**src/rtl/oneshot_pkg.sv**
```systemverilog
// Package: oneshot_pkg
// Shared types and helpers for the digital one-shot channels.
// Assumes nothing beyond IEEE 1800-2017 synthesizable constructs.
package oneshot_pkg;

    // Synchronized view of one trigger input: current level and edge flags.
    typedef struct packed {
        logic lvl;
        logic rise;
        logic fall;
    } edge_view_t;

    // Widths of zero are treated as a single-cycle pulse.
    function automatic int unsigned eff_width(input int unsigned w);
        return (w == 0) ? 1 : w;
    endfunction

endpackage

```
**src/rtl/oneshot_sync.sv**
```systemverilog
// Module: oneshot_sync
// Two-flop synchronizer followed by one history flop for edge detection.
// Assumes din is asynchronous; RST_VAL chooses the reset level so that no
// false edge of the polarity that matters appears when reset is released.
module oneshot_sync
    import oneshot_pkg::*;
#(
    parameter logic RST_VAL = 1'b0
) (
    input  logic       clk,
    input  logic       rst_n,
    input  logic       din,
    output edge_view_t view
);

    logic [2:0] stage;

    // Shift the input through the synchronizer and the history flop.
    always_ff @(posedge clk) begin
        if (!rst_n) begin
            stage <= {3{RST_VAL}};
        end else begin
            stage <= {stage[1:0], din};
        end
    end

    // Derive level and edges from the second and third flops.
    always_comb begin
        view.lvl  = stage[1];
        view.rise = stage[1] & ~stage[2];
        view.fall = ~stage[1] & stage[2];
    end

endmodule

```
**src/rtl/oneshot_gate.sv**
```systemverilog
// Module: oneshot_gate
// Trigger qualification and clear-recovery hold-off for one channel.
// Assumes clr_n is synchronous to clk. Produces a single-cycle fire strobe.
module oneshot_gate
    import oneshot_pkg::*;
#(
    parameter int REC_CYCLES = 2
) (
    input  logic       clk,
    input  logic       rst_n,
    input  edge_view_t av,
    input  edge_view_t bv,
    input  logic       clr_n,
    input  logic       nretrig,
    input  logic       busy,
    output logic       fire,
    output logic       rec
);

    localparam int RW = (REC_CYCLES < 1) ? 1 : $clog2(REC_CYCLES + 1);
    localparam logic [RW-1:0] REC_LOAD = RW'(REC_CYCLES);

    logic [RW-1:0] rec_cnt;
    logic          edge_ok;

    // Hold the recovery count full while cleared, then count it down.
    always_ff @(posedge clk) begin
        if (!rst_n) begin
            rec_cnt <= '0;
        end else if (!clr_n) begin
            rec_cnt <= REC_LOAD;
        end else if (rec_cnt != '0) begin
            rec_cnt <= rec_cnt - 1'b1;
        end
    end

    // Qualify an edge on either input by the level of the other one.
    always_comb begin
        edge_ok = (av.rise & bv.lvl) | (bv.fall & ~av.lvl);
        rec     = (rec_cnt != '0);
        fire    = edge_ok & clr_n & ~rec & ~(busy & nretrig);
    end

    // recovery counts down one step per cycle once clear is released.
    p_rec_count_r9: assert property (@(posedge clk) disable iff (!rst_n)
        (clr_n && rec_cnt != '0) |=> (rec_cnt == $past(rec_cnt) - 1'b1));

    // nothing is fired during the hold-off.
    p_rec_drop_r9: assert property (@(posedge clk) disable iff (!rst_n)
        rec |-> !fire);

    // no trigger passes while clear is low.
    p_clr_block_r8: assert property (@(posedge clk) disable iff (!rst_n)
        !clr_n |-> !fire);

endmodule

```
**src/rtl/oneshot_timer.sv**
```systemverilog
// Module: oneshot_timer
// Pulse register and down-counter for one channel. A fire strobe sets the
// pulse and loads the width; clear drops both. Assumes fire is one cycle.
module oneshot_timer
    import oneshot_pkg::*;
#(
    parameter int WIDTH_W = 8
) (
    input  logic               clk,
    input  logic               rst_n,
    input  logic               fire,
    input  logic               clr_n,
    input  logic [WIDTH_W-1:0] width,
    output logic               pulse
);

    logic [WIDTH_W-1:0] cnt;
    logic [WIDTH_W-1:0] load_val;

    // Width to load, with zero promoted to one cycle.
    always_comb begin
        load_val = WIDTH_W'(eff_width(int'(width)));
    end

    // Set, reload, count down and expire the pulse.
    always_ff @(posedge clk) begin
        if (!rst_n) begin
            pulse <= 1'b0;
            cnt   <= '0;
        end else if (!clr_n) begin
            pulse <= 1'b0;
            cnt   <= '0;
        end else if (fire) begin
            pulse <= 1'b1;
            cnt   <= load_val;
        end else if (pulse) begin
            if (cnt <= WIDTH_W'(1)) begin
                pulse <= 1'b0;
                cnt   <= '0;
            end else begin
                cnt <= cnt - 1'b1;
            end
        end
    end

    // an accepted trigger makes the pulse high on the next edge.
    p_fire_sets_r2: assert property (@(posedge clk) disable iff (!rst_n)
        (fire && clr_n) |=> pulse);

    // clear empties the timer on the following edge.
    p_clr_clears_r7: assert property (@(posedge clk) disable iff (!rst_n)
        !clr_n |=> (!pulse && cnt == '0));

    // a running pulse always holds a non-zero remaining count.
    p_busy_nonzero_r3: assert property (@(posedge clk) disable iff (!rst_n)
        pulse |-> (cnt != '0));

    // without a trigger the count falls by exactly one.
    p_count_step_r3: assert property (@(posedge clk) disable iff (!rst_n)
        (pulse && !fire && clr_n && cnt > WIDTH_W'(1))
        |=> (pulse && cnt == $past(cnt) - 1'b1));

    // the last count ends the pulse.
    p_expire_r3: assert property (@(posedge clk) disable iff (!rst_n)
        (pulse && !fire && clr_n && cnt == WIDTH_W'(1)) |=> !pulse);

endmodule

```
**src/rtl/oneshot_channel.sv**
```systemverilog
// Module: oneshot_channel
// One complete one-shot: two synchronizers, the trigger gate and the timer.
// Assumes clr_n is synchronous; the output gating by clear is done at top.
module oneshot_channel
    import oneshot_pkg::*;
#(
    parameter int WIDTH_W    = 8,
    parameter int REC_CYCLES = 2
) (
    input  logic               clk,
    input  logic               rst_n,
    input  logic               a,
    input  logic               b,
    input  logic               clr_n,
    input  logic               nretrig,
    input  logic [WIDTH_W-1:0] width,
    output logic               pulse,
    output logic               rec
);

    edge_view_t av;
    edge_view_t bv;
    logic       fire;

    // A resets high so release cannot fake a rising edge.
    oneshot_sync #(.RST_VAL(1'b1)) u_sync_a (
        .clk(clk), .rst_n(rst_n), .din(a), .view(av)
    );

    // B resets low so release cannot fake a falling edge.
    oneshot_sync #(.RST_VAL(1'b0)) u_sync_b (
        .clk(clk), .rst_n(rst_n), .din(b), .view(bv)
    );

    oneshot_gate #(.REC_CYCLES(REC_CYCLES)) u_gate (
        .clk(clk), .rst_n(rst_n), .av(av), .bv(bv), .clr_n(clr_n),
        .nretrig(nretrig), .busy(pulse), .fire(fire), .rec(rec)
    );

    oneshot_timer #(.WIDTH_W(WIDTH_W)) u_timer (
        .clk(clk), .rst_n(rst_n), .fire(fire), .clr_n(clr_n),
        .width(width), .pulse(pulse)
    );

    // in non-retriggerable mode a running pulse is never refired.
    p_nretrig_hold_r10: assert property (@(posedge clk) disable iff (!rst_n)
        (pulse && nretrig) |-> !fire);

endmodule

```
**src/rtl/oneshot_array.sv**
```systemverilog
// Module: oneshot_array
// Top of the digital one-shot: NUM_CH independent channels. Clear gates
// each output combinationally so that it takes effect without a clock.
// Assumes clr_n_i, nretrig_i and width_i are synchronous to clk.
module oneshot_array
    import oneshot_pkg::*;
#(
    parameter int NUM_CH     = 2,
    parameter int WIDTH_W    = 8,
    parameter int REC_CYCLES = 2
) (
    input  logic                            clk,
    input  logic                            rst_n,
    input  logic [NUM_CH-1:0]               a_i,
    input  logic [NUM_CH-1:0]               b_i,
    input  logic [NUM_CH-1:0]               clr_n_i,
    input  logic [NUM_CH-1:0]               nretrig_i,
    input  logic [NUM_CH-1:0][WIDTH_W-1:0]  width_i,
    output logic [NUM_CH-1:0]               q_o,
    output logic [NUM_CH-1:0]               qn_o,
    output logic [NUM_CH-1:0]               rec_o
);

    logic [NUM_CH-1:0] pulse;

    for (genvar ch = 0; ch < NUM_CH; ch++) begin : g_ch
        oneshot_channel #(.WIDTH_W(WIDTH_W), .REC_CYCLES(REC_CYCLES)) u_chan (
            .clk(clk), .rst_n(rst_n), .a(a_i[ch]), .b(b_i[ch]),
            .clr_n(clr_n_i[ch]), .nretrig(nretrig_i[ch]),
            .width(width_i[ch]), .pulse(pulse[ch]), .rec(rec_o[ch])
        );
    end

    // Drive the complementary outputs, cut at once by clear.
    always_comb begin
        q_o  = pulse & clr_n_i;
        qn_o = ~q_o;
    end

endmodule

```
**config.mk**
```make
export PLATFORM = sky130hd
export DESIGN_NAME = oneshot_array
export DESIGN_NICKNAME = d
export VERILOG_FILES = /design/src/rtl/oneshot_pkg.sv /design/src/rtl/oneshot_sync.sv /design/src/rtl/oneshot_gate.sv /design/src/rtl/oneshot_timer.sv /design/src/rtl/oneshot_channel.sv /design/src/rtl/oneshot_array.sv
export SDC_FILE = /design/constraint.sdc
export NUM_CORES = 1
export LEC_CHECK = 0
export ABC_AREA = 1
export BUFFER_PORTS_ARGS = -buffer_cell sky130_fd_sc_hd__buf_2
export CAP_MARGIN = 0
export CORE_MARGIN = 2
export CORE_UTILIZATION = 50
export CTS_BUF_LIST = sky130_fd_sc_hd__clkbuf_16
export DETAILED_ROUTE_END_ITERATION = 12
export GPL_TIMING_DRIVEN = 0
export PLACE_DENSITY = 0.72
export SLEW_MARGIN = 20
export SYNTH_ARGS = -nofsm -noshare
export SYNTH_HDL_FRONTEND = slang
export SYNTH_SLANG_ARGS = --single-unit
```
**constraint.sdc**
```tcl
create_clock -name clk -period 2.85 [get_ports clk]
set_clock_uncertainty 0.15 [all_clocks]
set_input_delay 0.4275 -clock clk [delete_from_list [all_inputs] [get_ports clk]]
set_output_delay 0.4275 -clock clk [all_outputs]
set_load 0.01 [all_outputs]
```
---- Word level (Yosys, flattened, before mapping) ----
Cells that the tools add are included.
operators by class
  add/sub/neg operators ................... 4
  multiply operators ...................... 0
  divide/modulo/power cells ............... 0
  magnitude comparators ................... 2
  equal/unequal tests ..................... 2
  shift operators ......................... 0
  mux-type cells .......................... 18
  bitwise logic cells ..................... 30
  reductions and logical operators ........ 8
operator list
  cell                 number
  $mux 8               8
  $and 1x1->1          16
  $le 8x1->1 const B   2
  $logic_not 8->1      2
  $sub 8x1->8 const B  2
  $not 1->1            10
  $mux 2               4
  $reduce_bool 2->1    4
  $mux 1               6
  $ne 2x1->1 const B   2
  $reduce_and 2->1     2
  $sub 2x1->2 const B  2
  $and 2x2->2          1
  $not 2->2            1
  $or 1x1->1           2
storage, ports and cells
  flip-flop bits (word level) ............. 34
  bits in latches ......................... 0
  bits in writable memories ............... 0
  ROM bits ................................ 0
  input port bits ......................... 26
  output and inout port bits .............. 6
  memories ................................ 0

---- Logic depth before layout (Yosys ltp) ----
  depth after elaboration ................. 8
  mapped depth ............................ 9

---- Modules after synthesis ----
Synthesis repeated with hierarchy kept, for this count alone.
second synthesis, totals
  cells, all modules ...................... 294
  area total of the unflattened synthesis .. 1924.3 µm²
by module, submodules not included
  module                                      instances  cells each  area an instance (µm²)  seq. area each (µm²)
  oneshot_timer                               2          100         634.4                   180.2
  oneshot_gate                                2          18          108.9                   40.0
  oneshot_sync (g_ch[0].u_chan.u_sync_b ...)  2          14          107.6                   60.1
  oneshot_sync (g_ch[0].u_chan.u_sync_a ...)  2          13          101.3                   60.1
  oneshot_array                               1          4           20.0                    0.0

---- Worst setup path before layout ----
OpenSTA, ideal clock, no wires.
  path kind ............................... reg-to-reg
  start ................................... reg g_ch[0].u_chan.u_timer.cnt[0]
  end ..................................... reg g_ch[0].u_chan.u_timer.cnt[0]
  setup time .............................. 0.066 ns
  data arrival time ....................... 1.304 ns
  path slack .............................. 1.330 ns
  stages on the path, launching flop included .. 10
  period minus slack after synthesis ...... 1.520 ns
  cell sequence ........................... dfxtp_1 -> inv_1 -> ha_1 -> o21ai_1 -> nor2_1 -> nor2_2 -> nand2_4 -> nor2_2 -> nor2_1 -> nor2_1
on the way
  word-level cells in the longest chain between the ends .. 4
RTL lines
  what                                       line                                      source
  from (decl)                                oneshot_timer.sv:17                       logic [WIDTH_W-1:0] cnt;
  from (signal assigned)                     oneshot_timer.sv:35                       cnt <= load_val;
  from (signal assigned)                     oneshot_timer.sv:41                       cnt <= cnt - 1'b1;
  $sub 8x1->8 or $le 8x1->1 (tied branches)  oneshot_timer.sv:41, oneshot_timer.sv:37
  $mux 8 (*)                                 oneshot_timer.sv:37                       if (cnt <= WIDTH_W'(1)) begin
  $mux 8 (*)                                 oneshot_timer.sv:36                       end else if (pulse) begin
  $mux 8 (*)                                 oneshot_timer.sv:33                       end else if (fire) begin
Mark *: on every way between the ends. The rest lies on a longest branch, timed or not. The select of a mux whose other input is x is not followed.
A chain may end at the register's enable or synchronous reset.

---- Final worst setup path ----
Ends and elaborated chain as after synthesis.

==> results.sh <==
export IMPL_status="finished clean"
export IMPL_yosysTopAreaCellShare_pct=36.0
export IMPL_async_reset_ff_share_pct=0
export IMPL_syn_cell_area_mm2=0.00189
export IMPL_io_pins=32
export IMPL_worst_endpoint_arrival_ns=1.73
export IMPL_p_leak_nw=1.22
export IMPL_grt_start_max_net_pins=13
export IMPL_drv_cap=0
export IMPL_end_kind="flip-flop"
export IMPL_io_buffers=31
export IMPL_initial_core_util_pct=51.7
export IMPL_ys_warn_count=0
export IMPL_finalSetupViolations=0
export IMPL_nets=347
export IMPL_synthFlopType="dfxtp_1"
export IMPL_p_switching_mw=0.241
export IMPL_cts_sinks=34
export IMPL_antenna_cells=0
export IMPL_hpwl_um=2710
export IMPL_clk_pin_slew_ns=0.05
export IMPL_internal_power_mw=1.02
export IMPL_dr_pass1_iters=4
export IMPL_ys_types=27
export IMPL_grt_setup_unrepaired="no"
export IMPL_fill_cells=351
export IMPL_clk_latency_ns=0.27
export IMPL_synth_edf_count=0
export IMPL_hold_viol_final=0
export IMPL_min_path_type="input port to flip-flop"
export IMPL_syn_nets=309
export IMPL_pwr_share_seq_pct=39.0
export IMPL_die_h_um=65.5
export IMPL_vias_per_cell=4.71
export IMPL_gp_congestion=0.820
export IMPL_die_w_um=65.5
export IMPL_cp_required_ns=2.91
export IMPL_core_area_mm2=0.00366
export IMPL_place_ws_ns=1.18
export IMPL_power_per_cell_area_mw_per_mm2=546
export IMPL_synth_seq_area_share_pct=36.0
export IMPL_p_sw_share_pct=19.2
export IMPL_final_min_clock_period_ns=1.67
export IMPL_total_power_mw=1.26
export IMPL_hold_buffers=0
export IMPL_cts_setup_buffers=0
export IMPL_wl_per_cell_um=10.2
export IMPL_design_die_area_mm2=0.00429
export IMPL_postSynthAreaPerCell_um2=6.78
export IMPL_fmax_mhz=598
export IMPL_drtAntennaViolNets=0
export IMPL_synthCells=279
export IMPL_drt_iter0_drc=99
export IMPL_clk_path_buf_depth=2
export IMPL_area_growth_pct=21.6
export IMPL_clkPwrFrac_pct=55.9
export IMPL_post_cts_resized=0
export IMPL_via_count=1725
export IMPL_yosys_top_cells_area="dfxtp_1 (36%), nand2_1 (13%), nor2_1 (12%)"
export IMPL_crit_fanout=8
export IMPL_drive_gt1_share_pct=25.2
export IMPL_fin_ws_ns=1.18
export IMPL_synthTopCellsByCount="nand2_1 (65), nor2_1 (59), dfxtp_1 (34), inv_1 (33), nand3_1 (19)"
export IMPL_ys_seq_elements=34
export IMPL_power_share_combinational_pct=5.1
export IMPL_grt_util_all_layers_pct=20.2
export IMPL_grt_pass1_vias=1597
export IMPL_maxSlewHeadroom_pct=74.1
export IMPL_htree_levels=2
export IMPL_synth_area_leader_cell="dfxtp_1"
export IMPL_timing_setup_tns_ns=0
export IMPL_numCtsBuffers=5
export IMPL_peakVddDrop_v=0.000429
export IMPL_grt_overflow=0
export IMPL_crit_type="flip-flop to flip-flop"
export IMPL_drc=0
export IMPL_start_kind="flip-flop"
export IMPL_cts_tree="yes"
export IMPL_detail_route_wirelength_um=3740
export IMPL_synth_most_common_cell="nand2_1"
export IMPL_row_count=22
export IMPL_grt_antenna_before_repair=0
export IMPL_worstMarginPinSlew_ns=0.388
export IMPL_maxSlewViolCount=0
export IMPL_grt_pass1_wl_um=6720
export IMPL_clockRootBuffer="clkbuf_16"
export IMPL_finalCritPeriodShare_pct=58.7
[cell usage in the layout (no fill, tap or decap), types with 2 or more instances in the layout]
cell	Yosys	layout
bufinv_16	0	2
nand2_2	4	4
nor2_1	59	59
buf_2	1	32
nand3_2	9	9
ha_1	4	4
or2_2	4	4
nor3_1	2	2
buf_4	2	2
inv_2	4	4
clkbuf_16	0	5
xor2_1	5	5
a21oi_1	4	4
inv_1	33	33
nor2_2	10	10
nand2_4	2	2
dfxtp_1	34	34
nand4_1	2	2
xnor2_1	2	2
o21ai_1	2	2
nor2_4	3	3
nand2_1	65	65
o21ai_0	4	4
nand3_1	19	19
[final timing paths]
kind | startpoint | end | slack [ns] | depth (start not counted)
min reg2reg | g_ch[0].u_chan.u_sync_a.stage[0]$_SDFF_PN1_ | g_ch[0].u_chan.u_sync_a.stage[1]$_SDFF_PN1_ | 0.26 | 1
max reg2reg | g_ch[0].u_chan.u_timer.cnt[0]$_SDFFE_PN0P_ | g_ch[0].u_chan.u_timer.cnt[0]$_SDFFE_PN0P_ | 1.18 | 9
min | b_i[1] | g_ch[1].u_chan.u_sync_b.stage[0]$_SDFF_PN0_ | 0.18 | 3
max | g_ch[0].u_chan.u_timer.cnt[0]$_SDFFE_PN0P_ | g_ch[0].u_chan.u_timer.cnt[0]$_SDFFE_PN0P_ | 1.18 | 9
[cells by family after synthesis]
kind of cell / Yosys count / synth area share [%]
DFF: 34 / 36.0
and+or+nand+nor: 181 / 45.2
AOI/OAI and AO/OA: 12 / 3.90
xor gates and xnor gates: 7 / 3.24
adders and majority gates: 4 / 2.65
buffers and inverters: 41 / 8.99
[metrics by stage]
| step | hold WS, ns | util (%) | instance area [um^2] | instances |
|---|---|---|---|---|
| 2_1_floorplan | 0.240 | - | 1890 | 279 |
| 3_3_place_gp | 0.243 | 57.6 | 2110 | 358 |
| 3_5_place_dp | 0.247 | 57.6 | 2110 | 358 |
| 4_1_cts | 0.178 | 62.9 | 2300 | 366 |
| 5_1_grt | 0.192 | 62.9 | 2300 | 366 |
| 6_report | 0.183 | 62.9 | 2300 | 366 |
[layout make-up]
type	instances	area [um^2]	share of cell area, %
Buffer	4	31.3	1.36
Clock buffer	5	125	5.44
Clock inverter	3	68.8	2.99
Inverter	37	139	6.04
Multi-Input combinational cell	204	1040	45.2
Sequential cell	34	681	29.6
Tap cell	48	60.1	2.61
Timing Repair Buffer	31	155	6.74
[worst max-delay path, cell delays in order, from the launching register on]
cell and delay (ns):
dfxtp_1 0.42, inv_1 0.08, ha_1 0.26, o21ai_1 0.14, nor2_1 0.07, nor2_2 0.14
nand2_4 0.13, nor2_2 0.10, nor2_1 0.04, nor2_1 0.08
[power groups by stage]
stage | combinational (mW) | clock, mW | sequential, mW
final | 0.0636 | 0.703 | 0.490
after global placement | 0.0630 | 0 | 0.500
after detailed placement | 0.0637 | 0 | 0.501
after global routing | 0.0717 | 0.737 | 0.492
after floorplan | 0.0344 | 0 | 0.500
after CTS | 0.0642 | 0.715 | 0.490
[sequential cells by signal, summed over array words and instances, names as in the netlist]
| signal | count |
|---|---|
| g_ch.u_chan.u_sync_a.stage | 6 |
| g_ch.u_chan.u_sync_b.stage | 6 |
| g_ch.u_chan.u_timer.cnt | 16 |
| g_ch.u_chan.u_gate.rec_cnt | 4 |
| g_ch.u_chan.u_timer.pulse | 2 |
[layer usage]
layer | up-vias | wire, um | GRT usage, %
met5 | - | 0 | 0
met4 | 0 | 21 | 5.47
met3 | 2 | 233 | 5.48
met2 | 46 | 1720 | 35.2
met1 | 749 | 1760 | 24.6
li1 | 928 | - | -
(Power assumes the default switching activity.)
